$ cat src/rtl/dtmr_pkg.sv
`timescale 1ns/1ps
package dtmr_pkg;
   localparam int NUM_TMR = 2;
   localparam int PRE_W   = 3;
   localparam int OFF_CTRL = 'h00;
   localparam int OFF_STAT = 'h04;

   function automatic int off_reload(input int i);
      return 'h10 + 8 * i;
   endfunction
   function automatic int off_value(input int i);
      return 'h14 + 8 * i;
   endfunction
   function automatic int bit_run(input int i);
      return 2 * i;
   endfunction
   function automatic int bit_autorl(input int i);
      return 2 * i + 1;
   endfunction
   function automatic int bit_refsel(input int i);
      return 11 + i;
   endfunction
   function automatic int bit_pre_lo(input int i);
      return 19 + PRE_W * i;
   endfunction
   function automatic int bit_flag(input int i);
      return 8 * i;
   endfunction

   function automatic logic [31:0] ctrl_mask();
      logic [31:0] m;
      m = '0;
      for (int i = 0; i < NUM_TMR; i++) begin
         m[bit_run(i)]    = 1'b1;
         m[bit_autorl(i)] = 1'b1;
         m[bit_refsel(i)] = 1'b1;
         for (int b = 0; b < PRE_W; b++) m[bit_pre_lo(i) + b] = 1'b1;
      end
      return m;
   endfunction
endpackage

$ cat src/rtl/dtmr_tick.sv
`timescale 1ns/1ps
module dtmr_tick #(
   parameter int PRE_W = 3
) (
   input  logic             clk,
   input  logic             rst_n,
   input  logic             restart,
   input  logic             sel_ref,
   input  logic             ref_tick,
   input  logic [PRE_W-1:0] div_log2,
   output logic             tick
);
   localparam int CW = (1 << PRE_W) - 1;

   if (PRE_W < 1 || PRE_W > 5) begin : g_bad_pre
      $error("dtmr_tick: PRE_W out of range");
   end

   logic [CW-1:0] pre_cnt;
   logic [CW-1:0] lo_mask;
   logic          fab_tick;

   // divide-by-2^n: all low n bits of the free counter set
   assign lo_mask  = (CW'(1) << div_log2) - CW'(1);
   assign fab_tick = &(pre_cnt | ~lo_mask);
   assign tick     = sel_ref ? ref_tick : fab_tick;

   always_ff @(posedge clk) begin
      if (!rst_n || restart) pre_cnt <= '0;
      else                   pre_cnt <= pre_cnt + CW'(1);
   end
endmodule

$ cat src/rtl/dtmr_counter.sv
`timescale 1ns/1ps
module dtmr_counter #(
   parameter int CNT_W = 32
) (
   input  logic             clk,
   input  logic             rst_n,
   input  logic             tick,
   input  logic             run,
   input  logic             auto_rl,
   input  logic             load,
   input  logic [CNT_W-1:0] load_val,
   input  logic [CNT_W-1:0] reload_val,
   output logic [CNT_W-1:0] value,
   output logic             expire
);
   logic at_zero;

   assign at_zero = (value == '0);
   assign expire  = run && tick && at_zero;

   always_ff @(posedge clk) begin
      if (!rst_n) begin
         value <= '0;
      end else if (load) begin
         value <= load_val;
      end else if (run && tick) begin
         if (!at_zero)     value <= value - CNT_W'(1);
         else if (auto_rl) value <= reload_val;
      end
   end
endmodule

$ cat src/rtl/dual_down_timer.sv
`timescale 1ns/1ps
module dual_down_timer
   import dtmr_pkg::*;
#(
   parameter int CNT_W  = 32,
   parameter int ADDR_W = 8
) (
   input  logic              clk,
   input  logic              rst_n,
   input  logic              bus_wr,
   input  logic [ADDR_W-1:0] bus_addr,
   input  logic [31:0]       bus_wdata,
   output logic [31:0]       bus_rdata,
   input  logic              ref_tick,
   output logic              irq
);
   localparam logic [31:0] CTRL_MASK = ctrl_mask();

   if (CNT_W < 8 || CNT_W > 32) begin : g_bad_cnt
      $error("dual_down_timer: CNT_W must be 8..32");
   end
   if (ADDR_W < 5) begin : g_bad_addr
      $error("dual_down_timer: ADDR_W too small for the map");
   end

   logic [31:0]                     ctrl_q, ctrl_d;
   logic [NUM_TMR-1:0]              flag_q, flag_d;
   logic [NUM_TMR-1:0]              tmr_exp, tmr_run, tmr_rl, tmr_tick;
   logic [NUM_TMR-1:0]              val_ld, rld_ld;
   logic [NUM_TMR-1:0][CNT_W-1:0]   cnt_val, rld_q;
   logic                            wr_ctrl, wr_stat;

   assign wr_ctrl = bus_wr && (bus_addr == ADDR_W'(OFF_CTRL));
   assign wr_stat = bus_wr && (bus_addr == ADDR_W'(OFF_STAT));

   for (genvar i = 0; i < NUM_TMR; i++) begin : g_tmr
      assign val_ld[i]  = bus_wr && (bus_addr == ADDR_W'(off_value(i)));
      assign rld_ld[i]  = bus_wr && (bus_addr == ADDR_W'(off_reload(i)));
      assign tmr_run[i] = ctrl_q[bit_run(i)];
      assign tmr_rl[i]  = ctrl_q[bit_autorl(i)];

      dtmr_tick #(.PRE_W(PRE_W)) u_tick (
         .clk      (clk),
         .rst_n    (rst_n),
         .restart  (wr_ctrl),
         .sel_ref  (ctrl_q[bit_refsel(i)]),
         .ref_tick (ref_tick),
         .div_log2 (ctrl_q[bit_pre_lo(i) +: PRE_W]),
         .tick     (tmr_tick[i])
      );

      dtmr_counter #(.CNT_W(CNT_W)) u_cnt (
         .clk        (clk),
         .rst_n      (rst_n),
         .tick       (tmr_tick[i]),
         .run        (tmr_run[i]),
         .auto_rl    (tmr_rl[i]),
         .load       (val_ld[i]),
         .load_val   (bus_wdata[CNT_W-1:0]),
         .reload_val (rld_q[i]),
         .value      (cnt_val[i]),
         .expire     (tmr_exp[i])
      );
   end

   always_comb begin
      ctrl_d = ctrl_q;
      for (int i = 0; i < NUM_TMR; i++) begin
         if (tmr_exp[i] && !tmr_rl[i]) ctrl_d[bit_run(i)] = 1'b0;
      end
      if (wr_ctrl) ctrl_d = bus_wdata & CTRL_MASK;
   end

   // set beats write-zero clear
   always_comb begin
      for (int i = 0; i < NUM_TMR; i++) begin
         flag_d[i] = tmr_exp[i] |
                     (flag_q[i] & ~(wr_stat & ~bus_wdata[bit_flag(i)]));
      end
   end

   always_ff @(posedge clk) begin
      if (!rst_n) begin
         ctrl_q <= '0;
         flag_q <= '0;
         rld_q  <= '0;
      end else begin
         ctrl_q <= ctrl_d;
         flag_q <= flag_d;
         for (int i = 0; i < NUM_TMR; i++) begin
            if (rld_ld[i]) rld_q[i] <= bus_wdata[CNT_W-1:0];
         end
      end
   end

   assign irq = |flag_q;

   always_comb begin
      bus_rdata = '0;
      if (bus_addr == ADDR_W'(OFF_CTRL)) bus_rdata = ctrl_q;
      if (bus_addr == ADDR_W'(OFF_STAT)) begin
         for (int i = 0; i < NUM_TMR; i++) bus_rdata[bit_flag(i)] = flag_q[i];
      end
      for (int i = 0; i < NUM_TMR; i++) begin
         if (bus_addr == ADDR_W'(off_reload(i))) bus_rdata = 32'(rld_q[i]);
         if (bus_addr == ADDR_W'(off_value(i)))  bus_rdata = 32'(cnt_val[i]);
      end
   end
endmodule

$ cat config.mk
export PLATFORM = sky130hd
export DESIGN_NAME = dual_down_timer
export DESIGN_NICKNAME = d
export VERILOG_FILES = /design/src/rtl/dtmr_pkg.sv /design/src/rtl/dtmr_tick.sv /design/src/rtl/dtmr_counter.sv /design/src/rtl/dual_down_timer.sv
export SDC_FILE = /design/constraint.sdc
export NUM_CORES = 1
export LEC_CHECK = 0
export CORE_UTILIZATION = 45
export DETAILED_ROUTE_END_ITERATION = 7
export SETUP_SLACK_MARGIN = 0.4
export SLEW_MARGIN = 10
export SYNTH_ARGS = -nofsm -noshare
export SYNTH_HDL_FRONTEND = slang
export SYNTH_HIERARCHICAL = 1
export SYNTH_SLANG_ARGS = --single-unit
$ cat constraint.sdc
create_clock -name clk -period 4.9 [get_ports clk]
set_input_delay 0.98 -clock clk [delete_from_list [all_inputs] [get_ports clk]]
set_output_delay 0.98 -clock clk [all_outputs]
set_load 0.05 [all_outputs]
==> impl_metrics.json, run 1 <==
{
  "drv_cap": 0,
  "hp-class": "reg -> reg",
  "rr_startpoint": "g_tmr[0].u_cnt/value[0]",
  "combPwrFrac_pct": 6.3,
  "critical_path.max_fanout": 21,
  "fmax_mhz": 242,
  "io_buffers": 76,
  "total_leakage_power_nw": 4.62,
  "synth_flop_cell": "dfxtp_1",
  "dieHeight_um": 149,
  "rsz0062_at_grt": "no",
  "die_w_um": 149,
  "required_ps": 3920,
  "syn_inst": 1131,
  "p_sw_w": 0.000645,
  "grt_pass1_vias": 8525,
  "internal_power_w": 0.00198,
  "cts_tree": "built",
  "grt_pass1_wl_um": 53400,
  "grtUsageTotal_pct": 32.4,
  "yosysMostFrequentCell": "nand2_1",
  "grt.overflow.total": 0,
  "ys_warn_count": 6,
  "ys_types": 71,
  "antenna_cells": 0,
  "synth-seq-area-share_pct": 32.2,
  "hold_viol_final": 0,
  "grt_max_degree": 54,
  "cts_hold_buffers": 0,
  "initial_utilization_pct": 46.0,
  "clk_path_buf_depth": 2,
  "relSlewSlack_pct": 30.9,
  "ys_ff_latch": 156,
  "area_delta_synth_final_pct": 14.5,
  "critPathLaunchType": "input pin",
  "io_pins": 77,
  "seqPwrFrac_pct": 48.7,
  "gp_congestion": 1.01,
  "antenna_found_initial": 0,
  "cts_resized": 0,
  "dpl_cell_area_um2": 10600,
  "wire_per_inst_um": 24.2,
  "fin_nets": 1237,
  "root_buffer": "clkbuf_16",
  "period_needed_ps": 4130,
  "clk_pin_slew_ps": 60,
  "cts_buffers": 17,
  "worst_slew_pin_slew_ps": 1030,
  "min_period_over_period_pct": 84.3,
  "outcome": "finished clean",
  "synth_commonest_cells": "nand2_1, dfxtp_1, mux2i_1, nor2_1, o21ai_0",
  "synth_top_area_cell": "dfxtp_1",
  "min_from": "g_tmr[1].u_tick/pre_cnt[6]",
  "finalSetupTns_ps": 0,
  "worstSetupPathType": "in -> out",
  "drtIter0Drc": 1147,
  "final_area_um2": 11100,
  "synth_area_um2": 9700,
  "placed_cells": 1443,
  "arrival_ps": 3150,
  "wl_um": 35500,
  "ys_async_sr_fraction_pct": 0,
  "coreArea_um2": 21100,
  "synthTopCellsByArea": "dfxtp_1, mux2i_1, mux4_2, nand2_1, nor2_1",
  "finClkSkew_ps": 7.49,
  "drt_pass1_iterations": 8,
  "drv_slew": 0,
  "p_sw_share_pct": 24.6,
  "synth_edf_count": 0,
  "vias_per_cell": 6.52,
  "clk_latency_ps": 430,
  "detail-route-antenna-nets": 0,
  "drive_above_1_share_pct": 14.1,
  "fp.dieArea_um2": 22100,
  "post_cts_buffers": 0,
  "vias": 9580,
  "htreeDepth": 4,
  "powerDensity_nw_per_um2": 237,
  "post-dp-hpwl_um": 25400,
  "syn_nets": 1181,
  "numClockSinks": 156,
  "final_cells": 1470,
  "setup_viol": 0,
  "drc_errors": 0,
  "p_clk_share_pct": 45.0,
  "avgSynthCellArea_um2": 8.57,
  "end_kind": "output port",
  "critPathLaunch": "bus_addr[3]",
  "ir_drop_uv": 202,
  "synth_top_area_share_pct": 32.2,
  "rows": 53
}
-- placed cells by master, fill, tap and decap left out, drive strengths merged, types with 6 or more instances in the layout --
master,instances
nand2,179
dfxtp,156
nor2,82
mux2i,81
buf,70
o21ai,69
clkdlybuf4s50,43
a21oi,40
nand3,33
a31oi,32
mux4,31
nor3,29
nor4,24
and2,22
xnor2,22
o211ai,22
or4,20
clkbuf,19
a211oi,18
inv,16
xor2,16
a211o,12
a22o,11
or3,10
or3b,10
mux2,9
and3,8
nand2b,7
clkinv,7
nand4,7
o221ai,6
o31ai,6
a311o,6
o22ai,6
ha,6
-- layout make-up --
cell class,instances,area [µm²]
fillers,2008,9980
multi-input cells,881,6110
flip-flops and latches,156,3120
repair buffers,113,963
clock buffers,19,443
well taps,275,344
inverters,18,67.6
clock inverters,8,51.3
-- flip-flops by register name, indices dropped and copies added (netlist names) --
| signal | cells |
|---|---|
| rld_q | 64 |
| g_tmr.u_cnt/value | 64 |
| ctrl_q | 12 |
| g_tmr.u_tick/pre_cnt | 14 |
| flag_q | 2 |
-- per-stage QoR --
step | util, % | hold slack (ps) | setup WS, ps | total power, W
2_1_floorplan | - | 438 | 1010 | 0.00139
3_3_place_gp | 50.3 | 456 | 798 | 0.00147
3_5_place_dp | 50.3 | 470 | 803 | 0.00147
4_1_cts | 52.7 | 478 | 810 | 0.00263
5_1_grt | 52.7 | 500 | 669 | 0.00270
6_report | 52.7 | 479 | 772 | 0.00263
-- cells by family after synthesis --
| logic type | synth area share, % |
|---|---|
| and+or+nand+nor | 23.8 |
| AOI/OAI and AO/OA | 18.2 |
| DFF | 32.2 |
| muxes | 16.6 |
| buffers and inverters | 5.01 |
| xor gates and xnor gates | 3.43 |
| adders and majority gates | 0.774 |
-- critical path: stages --
cell and delay, ps:
buf_2 530, buf_4 450, nor2_1 150, and4_1 440, a22o_1 360, buf_4 200
-- per-layer routing --
metal / vias to the layer above / share of wire, % / global-route usage, %
li1: 4316 / - / -
met1: 4575 / 42 / 44.3
met2: 594 / 45 / 50.6
met3: 95 / 9.4 / 5.78
met4: 0 / 3.4 / 12.3
met5: - / 0 / 0
-- path summary, 6_finish.rpt --
path | cells past startpoint | slack [ps] | endpoint
max | 6 | 770 | bus_rdata[23]
min | 2 | 480 | g_tmr[1].u_tick/pre_cnt[6]
max reg2reg | 9 | 1550 | g_tmr[0].u_cnt/value[10]
min reg2reg | 2 | 480 | g_tmr[1].u_tick/pre_cnt[6]
-- power by group through the flow --
stage          clock, W  combinational [W]  sequential [W]
6_report        0.00118           0.000165         0.00128
5_1_grt         0.00125           0.000177         0.00128
4_1_cts         0.00119           0.000164         0.00128
3_5_place_dp          0           0.000163         0.00131
3_3_place_gp          0           0.000163         0.00131
2_1_floorplan         0          0.0000872         0.00131
Power figures use the tool's default switching activity.
==> run 2, diff against run 1 <==
--- a/config.mk
+++ b/config.mk
@@ -7,6 +7,7 @@
 export LEC_CHECK = 0
 export CORE_UTILIZATION = 45
 export DETAILED_ROUTE_END_ITERATION = 7
+export PLACE_DENSITY = 0.67
 export SETUP_SLACK_MARGIN = 0.4
 export SLEW_MARGIN = 10
 export SYNTH_ARGS = -nofsm -noshare
==> constraint.sdc (replaced) <==
create_clock -name clk -period 3.5 [get_ports clk]
set_input_delay 0.7 -clock clk [delete_from_list [all_inputs] [get_ports clk]]
set_output_delay 0.7 -clock clk [all_outputs]
set_load 0.05 [all_outputs]
==> impl_metrics.json, run 2 (synthesis gave the netlist of run 1 again) <==
{
  "dieHeight_um": 149,
  "drt_pass1_iterations": 7,
  "clk_path_buf_depth": 2,
  "post-dp-hpwl_um": 25400,
  "fin_nets": 1260,
  "area_delta_synth_final_pct": 22.3,
  "grt_max_degree": 45,
  "critPathLaunchType": "flop",
  "setup_viol": 0,
  "vias_per_cell": 6.52,
  "reg_top3": "g_tmr.u_cnt/value (64), rld_q (64), g_tmr.u_tick/pre_cnt (14)",
  "combPwrFrac_pct": 6.3,
  "io_buffers": 76,
  "layout_commonest_cell": "nand2_1",
  "drv_slew": 0,
  "p_sw_share_pct": 24.6,
  "total_leakage_power_nw": 4.93,
  "hp-class": "reg -> reg",
  "htreeDepth": 4,
  "finalSetupTns_ps": 0,
  "critPathLaunch": "g_tmr[0].u_cnt/value[0]",
  "p_total_w": 0.00392,
  "die_w_um": 149,
  "grt_pass1_vias": 8837,
  "final_cell_mix": "nand2_1, dfxtp_1, mux2i_1",
  "p_clk_share_pct": 48.0,
  "crit_path_end": "g_tmr[0].u_cnt/value[15]",
  "numClockSinks": 156,
  "detail-route-antenna-nets": 0,
  "drc_errors": 0,
  "powerDensity_nw_per_um2": 330,
  "worstPathCellList": "inv_1, ha_1, or4b_1, or4_4, or3_1, o21a_1, a22oi_2, a21oi_1",
  "cts_buffers": 17,
  "min_period_over_period_pct": 87.6,
  "drtIter0Drc": 1370,
  "cts_hold_buffers": 0,
  "utilization_pct": 56.3,
  "coreArea_um2": 21100,
  "antenna_found_initial": 0,
  "crit_slowest_cell": "or3_1",
  "grtUsageTotal_pct": 32.2,
  "vias": 9762,
  "rr_startpoint": "g_tmr[0].u_cnt/value[0]",
  "slowest_delay_ps": 620,
  "clk_pin_slew_ps": 60,
  "p_sw_w": 0.000964,
  "rsz0062_at_grt": "no",
  "ir_drop_uv": 222,
  "cts_tree": "built",
  "hold_viol_final": 0,
  "fp.dieArea_um2": 22100,
  "r2r_slack_ps": 430,
  "critical_path.max_fanout": 10,
  "timing.final.ws_setup_ps": 433,
  "outcome": "finished clean",
  "io_pins": 77,
  "post_cts_buffers": 0,
  "drive_above_1_share_pct": 16.7,
  "root_buffer": "clkbuf_16",
  "period_needed_ps": 3070,
  "rows": 53,
  "rr_endpoint": "g_tmr[0].u_cnt/value[15]",
  "grt.overflow.total": 0,
  "wl_um": 34900,
  "arrival_ps": 3380,
  "internal_power_w": 0.00296,
  "post-place-ws_ps": 283,
  "drv_cap": 0,
  "wire_per_inst_um": 23.3,
  "placed_cells": 1466,
  "worst_slew_pin_slew_ps": 925,
  "initial_utilization_pct": 46.0,
  "antenna_cells": 0,
  "grt_pass1_wl_um": 53500,
  "finClkSkew_ps": 12.7,
  "end_kind": "flop",
  "relSlewSlack_pct": 37.8,
  "required_ps": 3810,
  "final_cells": 1498,
  "seqPwrFrac_pct": 45.7,
  "reg2reg_depth": 8,
  "worstSetupPathType": "reg -> reg",
  "fmax_mhz": 326,
  "gp_congestion": 0.954,
  "clk_latency_ps": 440
}
[run 2: area by class of cell]
class	instances	area, µm²
Clock inverter	13	141
Multi-Input combinational cell	881	6140
Clock buffer	19	443
Timing Repair Buffer	136	1600
Inverter	18	67.6
Sequential cell	156	3120
Tap cell	275	344
Fill cell	1911	9230
[run 2: metal layers]
layer | wire length (µm) | GRT usage [%] | vias to the layer above
li1 | - | - | 4377
met1 | 14100 | 43.5 | 4599
met2 | 15500 | 49.9 | 654
met3 | 3770 | 6.45 | 132
met4 | 1590 | 13.9 | 0
met5 | 0 | 0 | -
[run 2: stage by stage]
stage	area, µm²	hold WS (ps)
finish	11900	478
global route	11900	498
CTS	11800	476
detailed placement	11300	467
global placement	11300	460
floorplan	9710	438
[run 2: power groups by stage]
stage	clock (W)	sequential, W	combinational (W)
3_5_place_dp	0	0.00183	0.000240
2_1_floorplan	0	0.00183	0.000122
3_3_place_gp	0	0.00183	0.000239
6_report	0.00188	0.00179	0.000248
5_1_grt	0.00198	0.00179	0.000262
4_1_cts	0.00189	0.00179	0.000243
[run 2: worst max-delay path: cells and delay by family (launching register included)]
family | cells | cell delay, ps
AND/OR/NAND/NOR | 3 | 1750
AO/OA/AOI/OAI | 3 | 540
flip-flops | 1 | 370
adder cells (fa/ha/maj) | 1 | 150
buffers and inverters | 1 | 140
[run 2: worst min path at each step]
stage | from | end | slack (ps) | cells after the start
global route | rld_q[35] | rld_q[35] | 500 | 2
finish | rld_q[22] | rld_q[22] | 480 | 2
CTS | rld_q[22] | rld_q[22] | 480 | 2
global placement | rld_q[53] | rld_q[53] | 460 | 2
detailed placement | rld_q[22] | rld_q[22] | 470 | 2
floorplan | g_tmr[0].u_tick/pre_cnt[0] | g_tmr[0].u_tick/pre_cnt[0] | 440 | 1
[run 2: repair_timing]
item	in CTS	in global routing
resized for setup	2	5
pin swaps	0	1
setup endpoints to repair	11	13
